$ cat config.mk
export PLATFORM = sky130hd
export DESIGN_NAME = dma_stream_in
export DESIGN_NICKNAME = d
export VERILOG_FILES = /design/src/rtl/dmain_pkg.sv /design/src/rtl/dmain_desc.sv /design/src/rtl/dmain_irq.sv /design/src/rtl/dma_stream_in.sv
export SDC_FILE = /design/constraint.sdc
export NUM_CORES = 1
export LEC_CHECK = 0
export ABC_CLOCK_PERIOD_IN_PS = 4700
export BUFFER_PORTS_ARGS = -buffer_cell sky130_fd_sc_hd__buf_2
export CAP_MARGIN = 20
export CORE_ASPECT_RATIO = 0.5
export CORE_MARGIN = 3
export CORE_UTILIZATION = 58
export CTS_CLUSTER_DIAMETER = 40
export DETAILED_ROUTE_END_ITERATION = 16
export PLACE_DENSITY = 0.81
export SLEW_MARGIN = 30
export SYNTH_ARGS = -nofsm -noshare
export SYNTH_HDL_FRONTEND = slang
export SYNTH_SLANG_ARGS = --single-unit
$ cat constraint.sdc
create_clock -name clk -period 4.7 [get_ports clk]
set_input_delay 0.705 -clock clk [delete_from_list [all_inputs] [get_ports clk]]
set_output_delay 0.705 -clock clk [all_outputs]
set_load 0.02 [all_outputs]
$ cat src/rtl/dmain_pkg.sv
package dmain_pkg;

  typedef enum logic [2:0] {
    S_IDLE, S_FETCH, S_RUN, S_BYTE, S_WB_FLAGS, S_WB_END, S_WB_CTX, S_EOL
  } dmain_state_e;

  // record word indices and flag bit positions
  localparam int W_NEXT = 0;
  localparam int W_BUF  = 1;
  localparam int W_FLAGS = 2;
  localparam int W_END  = 3;
  localparam int F_LAST = 0;
  localparam int F_INTR = 4;
  localparam int F_PEOP = 11;
  localparam int C_DIS  = 15;

  // byte enable for one byte at the given lane
  function automatic logic [3:0] lane_be(input logic [1:0] off);
    return 4'b0001 << off;
  endfunction

  // flags word written back on close
  function automatic logic [31:0] closed_flags(input logic [31:0] f, input logic eop);
    return f | (32'(eop) << F_PEOP);
  endfunction

  // raw interrupt bits raised by one close
  function automatic logic [3:0] close_bits(input logic intr, input logic eop);
    return {eop, 1'b0, intr, intr};
  endfunction

endpackage

$ cat src/rtl/dmain_desc.sv
module dmain_desc #(
  parameter int NW = 4
) (
  input  logic        clk,
  input  logic        rst_n,
  input  logic        cap_en,
  input  logic [$clog2(NW)-1:0] cap_idx,
  input  logic [31:0] cap_word,
  output logic [31:0] words [NW]
);
  for (genvar i = 0; i < NW; i++) begin : g_word
    always_ff @(posedge clk) begin
      if (!rst_n) words[i] <= '0;
      else if (cap_en && cap_idx == i) words[i] <= cap_word;
    end
  end
endmodule

$ cat src/rtl/dmain_irq.sv
module dmain_irq #(
  parameter int NB = 4
) (
  input  logic          clk,
  input  logic          rst_n,
  input  logic [NB-1:0] set_bits,
  input  logic [NB-1:0] clr_bits,
  output logic [NB-1:0] raw,
  output logic          upd
);
  logic [NB-1:0] raw_nxt;
  assign raw_nxt = (raw & ~clr_bits) | set_bits;

  always_ff @(posedge clk) begin
    if (!rst_n) begin
      raw <= '0;
      upd <= 1'b0;
    end else begin
      raw <= raw_nxt;
      upd <= (raw_nxt != raw);
    end
  end
endmodule

$ cat src/rtl/dma_stream_in.sv
module dma_stream_in
  import dmain_pkg::*;
#(
  parameter int AW = 32
) (
  input  logic          clk,
  input  logic          rst_n,
  input  logic          start,
  input  logic [AW-1:0] start_desc,
  input  logic [AW-1:0] start_ctx,
  input  logic          in_valid,
  input  logic [7:0]    in_data,
  input  logic          in_eop,
  output logic          in_ready,
  output logic          mem_req,
  output logic          mem_we,
  output logic [AW-1:0] mem_addr,
  output logic [3:0]    mem_be,
  output logic [31:0]   mem_wdata,
  input  logic [31:0]   mem_rdata,
  input  logic          mem_ack,
  input  logic [3:0]    irq_clr,
  output logic [3:0]    irq_raw,
  output logic          irq_upd,
  output logic          at_eol
);
  localparam int NW = 4;
  localparam int IW = $clog2(NW);

  dmain_state_e  state;
  logic [IW-1:0] idx;
  logic [AW-1:0] pos, desc_ptr, ctx_ptr;
  logic [7:0]    byte_q;
  logic          eop_q;
  logic [31:0]   dw [NW];

  logic [AW-1:0] nxt_ptr, buf_ptr, end_ptr;
  logic [31:0]   flags;
  assign nxt_ptr = AW'(dw[W_NEXT]);
  assign buf_ptr = AW'(dw[W_BUF]);
  assign flags   = dw[W_FLAGS];
  assign end_ptr = AW'(dw[W_END]);

  // named internal events
  logic full, close_evt, accept, fetch_cap, fetch_done, wb_last;
  assign full       = (pos >= end_ptr);
  assign close_evt  = (state == S_RUN) && (full || eop_q);
  assign in_ready   = (state == S_RUN) && !full && !eop_q;
  assign accept     = in_valid && in_ready;
  assign fetch_cap  = (state == S_FETCH) && mem_ack;
  assign fetch_done = fetch_cap && (idx == IW'(NW - 1));
  assign wb_last    = (state == S_WB_END) && mem_ack;
  assign at_eol     = (state == S_EOL);

  dmain_desc #(.NW(NW)) u_desc (
    .clk(clk), .rst_n(rst_n), .cap_en(fetch_cap), .cap_idx(idx),
    .cap_word(mem_rdata), .words(dw)
  );

  dmain_irq #(.NB(4)) u_irq (
    .clk(clk), .rst_n(rst_n),
    .set_bits(close_evt ? close_bits(flags[F_INTR], eop_q) : 4'h0),
    .clr_bits(irq_clr), .raw(irq_raw), .upd(irq_upd)
  );

  always_ff @(posedge clk) begin
    if (!rst_n) begin
      state <= S_IDLE; idx <= '0; pos <= '0;
      desc_ptr <= '0; ctx_ptr <= '0; byte_q <= '0; eop_q <= 1'b0;
    end else begin
      case (state)
        S_IDLE, S_EOL: if (start) begin
          desc_ptr <= start_desc; ctx_ptr <= start_ctx;
          idx <= '0; eop_q <= 1'b0; state <= S_FETCH;
        end
        S_FETCH: if (mem_ack) begin
          idx <= idx + 1'b1;
          if (fetch_done) begin pos <= buf_ptr; state <= S_RUN; end
        end
        S_RUN: begin
          if (close_evt) state <= S_WB_FLAGS;
          else if (accept) begin
            byte_q <= in_data; eop_q <= in_eop; state <= S_BYTE;
          end
        end
        S_BYTE:     if (mem_ack) begin pos <= pos + 1'b1; state <= S_RUN; end
        S_WB_FLAGS: if (mem_ack) state <= S_WB_END;
        S_WB_END: if (wb_last) begin
          if (flags[F_LAST]) state <= S_WB_CTX;
          else begin
            desc_ptr <= nxt_ptr; idx <= '0; eop_q <= 1'b0; state <= S_FETCH;
          end
        end
        S_WB_CTX: if (mem_ack) begin eop_q <= 1'b0; state <= S_EOL; end
        default: state <= S_IDLE;
      endcase
    end
  end

  // memory port
  always_comb begin
    mem_req = 1'b1; mem_we = 1'b1; mem_be = 4'hF;
    mem_addr = '0; mem_wdata = '0;
    case (state)
      S_FETCH: begin
        mem_we = 1'b0;
        mem_addr = desc_ptr + AW'({idx, 2'b00});
      end
      S_BYTE: begin
        mem_addr = {pos[AW-1:2], 2'b00};
        mem_be = lane_be(pos[1:0]);
        mem_wdata = {4{byte_q}};
      end
      S_WB_FLAGS: begin
        mem_addr = desc_ptr + AW'(4 * W_FLAGS);
        mem_wdata = closed_flags(flags, eop_q);
      end
      S_WB_END: begin
        mem_addr = desc_ptr + AW'(4 * W_END);
        mem_wdata = 32'(pos);
      end
      S_WB_CTX: begin
        mem_addr = ctx_ptr + AW'(4);
        mem_wdata = 32'h1 << C_DIS;
      end
      default: begin mem_req = 1'b0; mem_we = 1'b0; mem_be = 4'h0; end
    endcase
  end
endmodule

Word level (Yosys, flattened, before mapping)
Cells that the tools add are included.
Word-level totals
  register bits after elaboration: 243
  logic and storage cells: 115
  output and inout port bits: 77
Cells by class
  shift operators: 1
  reduce and logical (&&, ||, !) cells: 30
  eq/ne operators: 22
  bitwise operators: 5
  $add $sub $neg: 6
  order comparisons: 1
  mux-type cells: 37
Operators by type and width (count)
  $mux W32: 6
  $pmux W32 S5: 1
  $pmux W32 S2: 2
  $pmux W32 S4: 1
  $add A32 B4 Y32 const B: 2
  $add A32 B1 Y32 const B: 1
  $add A32 B3 Y32 const B: 1
  $add A32 B4 Y32: 1
  $ge A32 B32 Y1: 1
  $or A32 B12 Y32: 1
  $mux W3: 10
  $pmux W3 S7: 1
  $ne A2 B2 Y1 const B: 10
  $eq A3 B3 Y1 const B: 4
  $logic_and A1 B1 Y1: 10
  $mux W1: 8
  $mux W2: 4
  $pmux W4 S2: 1
  $reduce_and A4 Y1: 2
  $reduce_and A8 Y1: 1
  $reduce_or A4 Y1: 2
  $reduce_and A7 Y1: 1
  $eq A3 B2 Y1 const B: 2
  $pmux W2 S3: 1
  25 further kinds: 28

Depth between registers and ports, before layout
Gate-level depths: netlist (run 1).
  depth after elaboration: 8
  depth in mapped cells: 14
  gate-level depth less buffers: 11

By module
A second synthesis (run 1) with hierarchy kept.
Second synthesis, totals
  cell total of the unflattened synthesis: 1787
  area total of the unflattened synthesis: 14218.6 um^2
Modules (own cells, without submodules)
  dma_stream_in: area an instance 9203.8 um^2, sequential area each 2202.1 um^2, cells each 1309, instances 1
  dmain_desc: area an instance 4792.1 um^2, sequential area each 2562.5 um^2, cells each 453, instances 1
  dmain_irq: area an instance 222.7 um^2, sequential area each 100.1 um^2, cells each 25, instances 1

Worst setup path after synthesis (run 1)
Ideal clock, no wire load.
  kind: flip-flop to output port
  start: register state[2]
  end: output port mem_addr[12]
  buffers on the path: 3
  arrival time: 3263 ps
  slack: 732 ps
  cell stages (with the launch flop): 12
  cells stage by stage: dfxtp_1 -> buf_2 -> clkbuf_1 -> nand2_1 -> clkbuf_1 -> nand2_1 -> ha_1 -> inv_1 -> fa_1 -> nor4b_1 -> a22oi_1 -> o311ai_0
Between the ends
  cells in the longest elaborated chain, start to end: 2
Ends and longest elaborated chain
  start: declaration: RTL line dma_stream_in.sv:30  | dmain_state_e state;
  start signal: assignment: RTL line dma_stream_in.sv:68  | state <= S_IDLE; idx <= '0; pos <= '0;
  start signal: assignment: RTL line dma_stream_in.sv:74  | idx <= '0; eop_q <= 1'b0; state <= S_FETCH;
  start signal: assignment: RTL line dma_stream_in.sv:78  | if (fetch_done) begin pos <= buf_ptr; state <= S_RUN; end
  $eq A3 B3 Y1 (tied with other cells): RTL line dma_stream_in.sv:104  | case (state)
  $pmux W32 S5 (*): RTL line dma_stream_in.sv:104
  end: declaration: RTL line dma_stream_in.sv:17  | output logic [AW-1:0] mem_addr,
Mark *: on every way between the ends. The rest lies on a longest branch, timed or not.

Worst setup path after layout (run 1)
  start: register state[0]
  end: output port mem_addr[28]
Same word-level chain as after synthesis.

==> results of run 1 <==
[registers in the layout, indices dropped and copies added, names as in the netlist]
| register | flops |
|---|---|
| desc_ptr | 32 |
| byte_q | 8 |
| eop_q | 1 |
| idx | 2 |
| state | 3 |
| u_irq.raw | 4 |
| ctx_ptr | 32 |
| pos | 32 |
| u_desc.words | 128 |
| u_irq.upd | 1 |
[cells in the mapped netlist, types with 3 or more instances]
master | count | share of area, %
a211oi_1 | 8 | 0.44
a21o_1 | 10 | 0.55
a21oi_1 | 215 | 7.9
a221o_1 | 7 | 0.52
a221oi_1 | 4 | 0.26
a222oi_1 | 4 | 0.29
a22o_1 | 10 | 0.64
a22oi_1 | 20 | 1.1
a311oi_1 | 34 | 2.2
a31oi_1 | 16 | 0.74
a32oi_1 | 3 | 0.19
and2_1 | 14 | 0.64
and3_1 | 17 | 0.78
and4_1 | 10 | 0.64
buf_1 | 11 | 0.30
buf_2 | 26 | 0.96
clkbuf_1 | 110 | 3.0
dfxtp_1 | 243 | 36
ha_1 | 44 | 4.0
inv_1 | 53 | 1.5
mux2i_1 | 42 | 3.1
nand2_1 | 483 | 13
nand2b_1 | 7 | 0.32
nand3_1 | 87 | 3.2
nand4_1 | 23 | 1.1
nor2_1 | 108 | 3.0
nor2b_1 | 4 | 0.18
nor3_1 | 22 | 0.81
nor3b_1 | 4 | 0.22
nor4_1 | 6 | 0.28
o211ai_1 | 16 | 0.88
o21a_1 | 4 | 0.22
o21ai_0 | 92 | 3.4
o221a_2 | 5 | 0.41
o221ai_1 | 4 | 0.26
o22ai_1 | 8 | 0.37
o31ai_1 | 3 | 0.17
or3_1 | 5 | 0.23
xnor2_1 | 30 | 1.9
xor2_1 | 25 | 1.6
[power breakdown]
| part | internal, uW | switching, uW |
|---|---|---|
| Combinational | 811 | 1660 |
| Sequential | 2320 | 383 |
| Clock | 1100 | 833 |
[logic make-up after synthesis]
| logic type | synth area share (%) |
|---|---|
| flops | 35.76 |
| mux | 3.091 |
| simple gates | 25.52 |
| fa+ha+maj | 4.195 |
| compound gates | 21.95 |
| buf+inv | 5.942 |
| xor+xnor | 3.542 |
[cell type report]
class,instances,area [um^2]
inverters,54,207.7
fillers,1975,6999
repair buffers,218,1161
flip-flops and latches,243,4867
well taps,300,375.4
multi-input cells,1428,7961
diodes,1,2.502
clock inverters,7,100.1
clock buffers,33,671.9
[metrics by stage]
| stage | hold WS, ns | cells |
|---|---|---|
| after floorplan | 0.4328 | 1875 |
| after global placement | 0.4404 | 2243 |
| after detailed placement | 0.4452 | 2243 |
| after CTS | 0.3317 | 2283 |
| after global routing | 0.3337 | 2283 |
| final | 0.3438 | 2284 |
[worst paths after layout]
kind / slack, ns / to / start
min reg2reg: 0.45 / u_desc.words[74] / u_desc.words[74]
max reg2reg: 1.09 / u_desc.words[124] / state[0]
max: 0.46 / mem_addr[28] / state[0]
min: 0.34 / u_irq.raw[2] / irq_clr[2]
[critical path: stages, from the launching register on]
cell      delay, ns
dfxtp_2        0.33
nor2b_4        0.15
nand2_2        0.20
nand2_1        0.13
ha_1           0.18
inv_1          0.06
fa_1           0.44
nor4b_1        0.35
buf_4          0.24
a31oi_1        0.10
a41o_1         0.23
a221oi_1       0.23
o21ai_0        0.15
buf_2          0.20
[layer usage]
metal	GRT usage [%]	part of all wire, %
met5	0	0.028
met4	11.17	3.2
met3	11.27	14
met2	51.08	42
met1	48.89	41
==> results.tsv, run 1 <==
metric	value	unit
R2R cell count	7	
Clock Pin Slew Worst Setup and Hold Paths	0.07	ns
routed len/inst	20.13	um
pin count of the biggest net entering global routing	124	
clk root buf	clkbuf_16	
Core Rows	38	
die height	114.3	um
slew margin rel.	36.89	%
Post-Syn Area	13600	um^2
Syn Area/Cell	7.254	um^2
WHS Path Cells	2	
synth unique cells	71	
share of flip-flops with an asynchronous set or reset	0	%
Final Core Density	68.68	%
Synth Warn #	0	
worst-margin pin slew	0.9466	ns
Via density	6.227	
sequential fraction of the synthesis area	35.76	%
HP Class	input port to flip-flop	
Max-Cap Viols	0	
Final Cycle Share	90.24	%
ys flop type	dfxtp_1	
routed via count	14220	
highest net fanout along the worst path	17	
most common cell after layout, fill and taps aside	nand2_1	
P&R area growth vs syn	12.83	%
run status	completed	
Setup crit end kind	output port	
H-tree levels	1	
Setup CP Type	flip-flop to output port	
CTS buffer count	22	
Overflow after GRT	0	
slack of the critical path	0.4589	ns
Area after DPL	14570	um^2
Placement Setup Slack	0.8812	ns
worst IR drop on VDD	0.3536	mV
Fmax	235.8	MHz
number of enable flip-flop cells after synthesis	0	
Max Slew Vio Count	0	
Tot Pwr	7114	uW
detailed router's first-iteration violation count	1851	
final setup TNS	0	ns
starting density of the core	60.87	%
vias in the first global route	12750	
Fin Clk Skew	0.01744	ns
Gate Count Post-Synth	1875	
dpl hpwl	32480	um
io pins	191	
cell leakage power	0.005795	uW
Routed WL	45980	um
RSZ-0062 raised after global routing	no	
WP data required	3.99	ns
CTS resizes	0	
final hold violation count	0	
final setup fails	0	
core area	22350	um^2
port bufs	190	
CP Data Arrival Time	3.54	ns
Die Area	25440	um^2
die width	222.6	um
CTS max path bufs	3	
Critical Path Source Type	flip-flop	
leading cell types in the layout, fill and taps excluded	nand2_1 (481), dfxtp_1 (241), a21oi_1 (215)	
global placement routability congestion	0.9530	
worst skew pair latency	0.54	ns
ANT nets after route	0	
Final Cell Area	15350	um^2
# nets final	2126	
postcts setup bufs	0	
#FFs+latches synth	243	
cell area power density	463.5	nW/um^2
CTS Sinks	243	
share of cells above drive strength 1	14.17	%
syn nets	2034	
CTS tree	built	
# hold bufs at CTS	0	
global-route wire length before repair	70440	um
number of detailed-route iterations in the first pass	6	
initial antenna violation count	2	
Final Critical Period	4.241	ns
DRC errors left	0	
GRT Overall Usage	34.90	%
Note: power is estimated with default switching activity, not from simulation.
==> run 2: changes to the inputs <==
- GPL_TIMING_DRIVEN: unset -> 0
==> results.tsv, run 2 (same netlist as run 1, synthesis figures left out) <==
metric	value	unit	change
run status	completed		unchanged
cell area power density	483.7	nW/um^2	was 463.5 nW/um^2
met2 Track Usage GR	58.59	%	was 51.08%
CP Data Arrival Time	3.97	ns	was 3.54 ns
CP cell instances	clkbuf_4, nor2b_4, nand2_2, buf_4, nand2_1, ha_1, a21oi_1, nor3_4, nand2_1, xnor2_1, a222oi_1, nand2_1, buf_2		was nor2b_4, nand2_2, nand2_1, ha_1, inv_1, fa_1, nor4b_1, buf_4, a31oi_1, a41o_1, a221oi_1, o21ai_0, buf_2
Fin Clk Skew	0.01143	ns	was 0.01744 ns
Worst R2R Setup Slack	1.56	ns	was 1.09 ns
most common cell after layout, fill and taps aside	nand2_1		unchanged
leading cell types in the layout, fill and taps excluded	nand2_1 (482), dfxtp_1 (242), a21oi_1 (215)		was nand2_1 (481), dfxtp_1 (241), a21oi_1 (215)
P&R area growth vs syn	17.36	%	was 12.83%
CTS tree	built		unchanged
vias in the first global route	13610		was 12750
starting density of the core	60.87	%	unchanged
Core Rows	38		unchanged
Crit Reg-Reg Startpoint	pos[0]		was state[0]
largest reg by FF count	u_desc.words		unchanged
Area after DPL	14930	um^2	was 14570 um^2
routing usage on met3	14.37	%	was 11.27%
initial antenna violation count	0		was 2
routed len/inst	21.73	um	was 20.13 um
CTS Sinks	243		unchanged
worst r2r dst	byte_q[6]		was u_desc.words[124]
core area	22350	um^2	unchanged
Clock Pin Slew Worst Setup and Hold Paths	0.06	ns	was 0.07 ns
number of detailed-route iterations in the first pass	7		was 6
Routed WL	52450	um	was 45980 um
io pins	191		unchanged
Setup crit end kind	output port		unchanged
DRC errors left	0		unchanged
Placement Setup Slack	-0.5059	ns	was 0.8812 ns
grt peak-use layer	met2		unchanged
ANT nets after route	0		unchanged
Tot Pwr	7722	uW	was 7114 uW
die width	222.6	um	unchanged
highest net fanout along the worst path	10		was 17
worst skew pair latency	0.57	ns	was 0.54 ns
Critical Path Source Type	flip-flop		unchanged
worst IR drop on VDD	0.3553	mV	was 0.3536 mV
cell leakage power	0.006088	uW	was 0.005795 uW
dpl hpwl	39110	um	was 32480 um
Final Core Density	71.43	%	was 68.68%
share of cells above drive strength 1	13.91	%	was 14.17%
GRT Overall Usage	39.33	%	was 34.90%
Setup CP Type	flip-flop to output port		unchanged
# nets final	2252		was 2126
max reg flops	128		unchanged
RSZ-0062 raised after global routing	yes		was no
H-tree levels	1		unchanged
min-delay src	irq_clr[2]		unchanged
clk root buf	clkbuf_16		unchanged
WP data required	3.99	ns	about the same
final hold violation count	0		unchanged
HP Class	input port to flip-flop		unchanged
global-route wire length before repair	77650	um	was 70440 um
global placement routability congestion	1.013		was 0.9530
CTS buffer count	27		was 22
FILL cells	1955		was 1975
pin count of the biggest net entering global routing	20		was 124
worst-margin pin slew	0.9160	ns	was 0.9466 ns
Final Critical Period	4.674	ns	was 4.241 ns
final setup fails	0		unchanged
Final Cell Area	15960	um^2	was 15350 um^2
worst-path cell with the longest stage delay	a222oi_1		was fa_1
R2R cell count	9		was 7
antenna cell count	0		was 1
port bufs	190		unchanged
detailed router's first-iteration violation count	2597		was 1851
Max Slew Vio Count	0		unchanged
Via density	6.278		was 6.227
die height	114.3	um	unchanged
CTS max path bufs	3		unchanged
global routing usage on met1	52.74	%	was 48.89%
slew margin rel.	38.93	%	was 36.89%
WHS Path Cells	2		unchanged
Final Cycle Share	99.45	%	was 90.24%
Max-Cap Viols	0		unchanged
cell mode on critical path	nand2_1		
routed via count	15160		was 14220
Overflow after GRT	0		unchanged
Die Area	25440	um^2	unchanged
Hold Path Sink	u_irq.raw[2]		unchanged
max incr delay on CP	0.66	ns	was 0.44 ns
Fmax	213.9	MHz	was 235.8 MHz
slack of the critical path	0.02582	ns	was 0.4589 ns
==> run 2: how the worst max path moves through the flow <==
stage,cells past startpoint,to,startpoint,slack (ns)
after floorplan,11,mem_addr[12],state[2],0.73
after global placement,13,mem_addr[17],state[1],-0.45
after detailed placement,13,mem_addr[17],state[1],-0.51
after CTS,15,mem_addr[24],state[0],0.02
after global routing,15,mem_addr[24],state[0],-0.03
final,13,mem_addr[17],state[0],0.03
==> run 2: power by group <==
part           switching [uW]  leakage, uW  total, uW  internal (uW)
Clock                     976     0.000471       2330           1350
Combinational            1880      0.00364       2760            882
Sequential                312      0.00197       2640           2320
Total                    3170      0.00609       7720           4560
==> run 2: metal layers <==
layer  vias up  routed length, um  part of all wire (%)
li1       6989                  -                     -
met1      6900              20440                    39
met2      1055              21410                    41
met3       212               8340                    16
met4         0               2252                   4.3
met5         -                  0                     0
==> run 2: layout make-up <==
type                            instances  area, um^2  share of cell area, %
Clock buffer                           33       728.2                  4.562
Sequential cell                       243        4866                  30.48
Multi-Input combinational cell       1428        7988                  50.04
Clock inverter                         17       232.7                  1.458
Timing Repair Buffer                  191       958.4                  6.004
Tap cell                              300       375.4                  2.351
Inverter                               54       202.7                  1.270
Buffer                                148       611.8                  3.833
==> run 2: timing repair <==
action	in CTS	in global routing
gates resized for setup	14	6
pin swaps	1	1
setup endpoints to repair	24	9
hold buffers	0	0
buffers inserted	1	0
==> run 2: per-stage QoR <==
step	hold WS [ns]	cells	setup TNS, ns
2_1_floorplan	0.4328	1875	0
3_5_place_dp	0.4448	2365	-4.064
5_1_grt	0.3297	2414	-0.03027
3_3_place_gp	0.4422	2365	-3.291
6_report	0.3173	2414	0
4_1_cts	0.3029	2414	0
==> run 2: critical path, delay by kind of cell, from the launching register on <==
family / cells / cell delay (ns)
xor gates and xnor gates: 1 / 0.14
AOI/OAI and AO/OA: 2 / 0.81
adders and majority gates: 1 / 0.33
and+or+nand+nor: 6 / 1.18
DFF: 1 / 0.33
buffers and inverters: 3 / 0.61
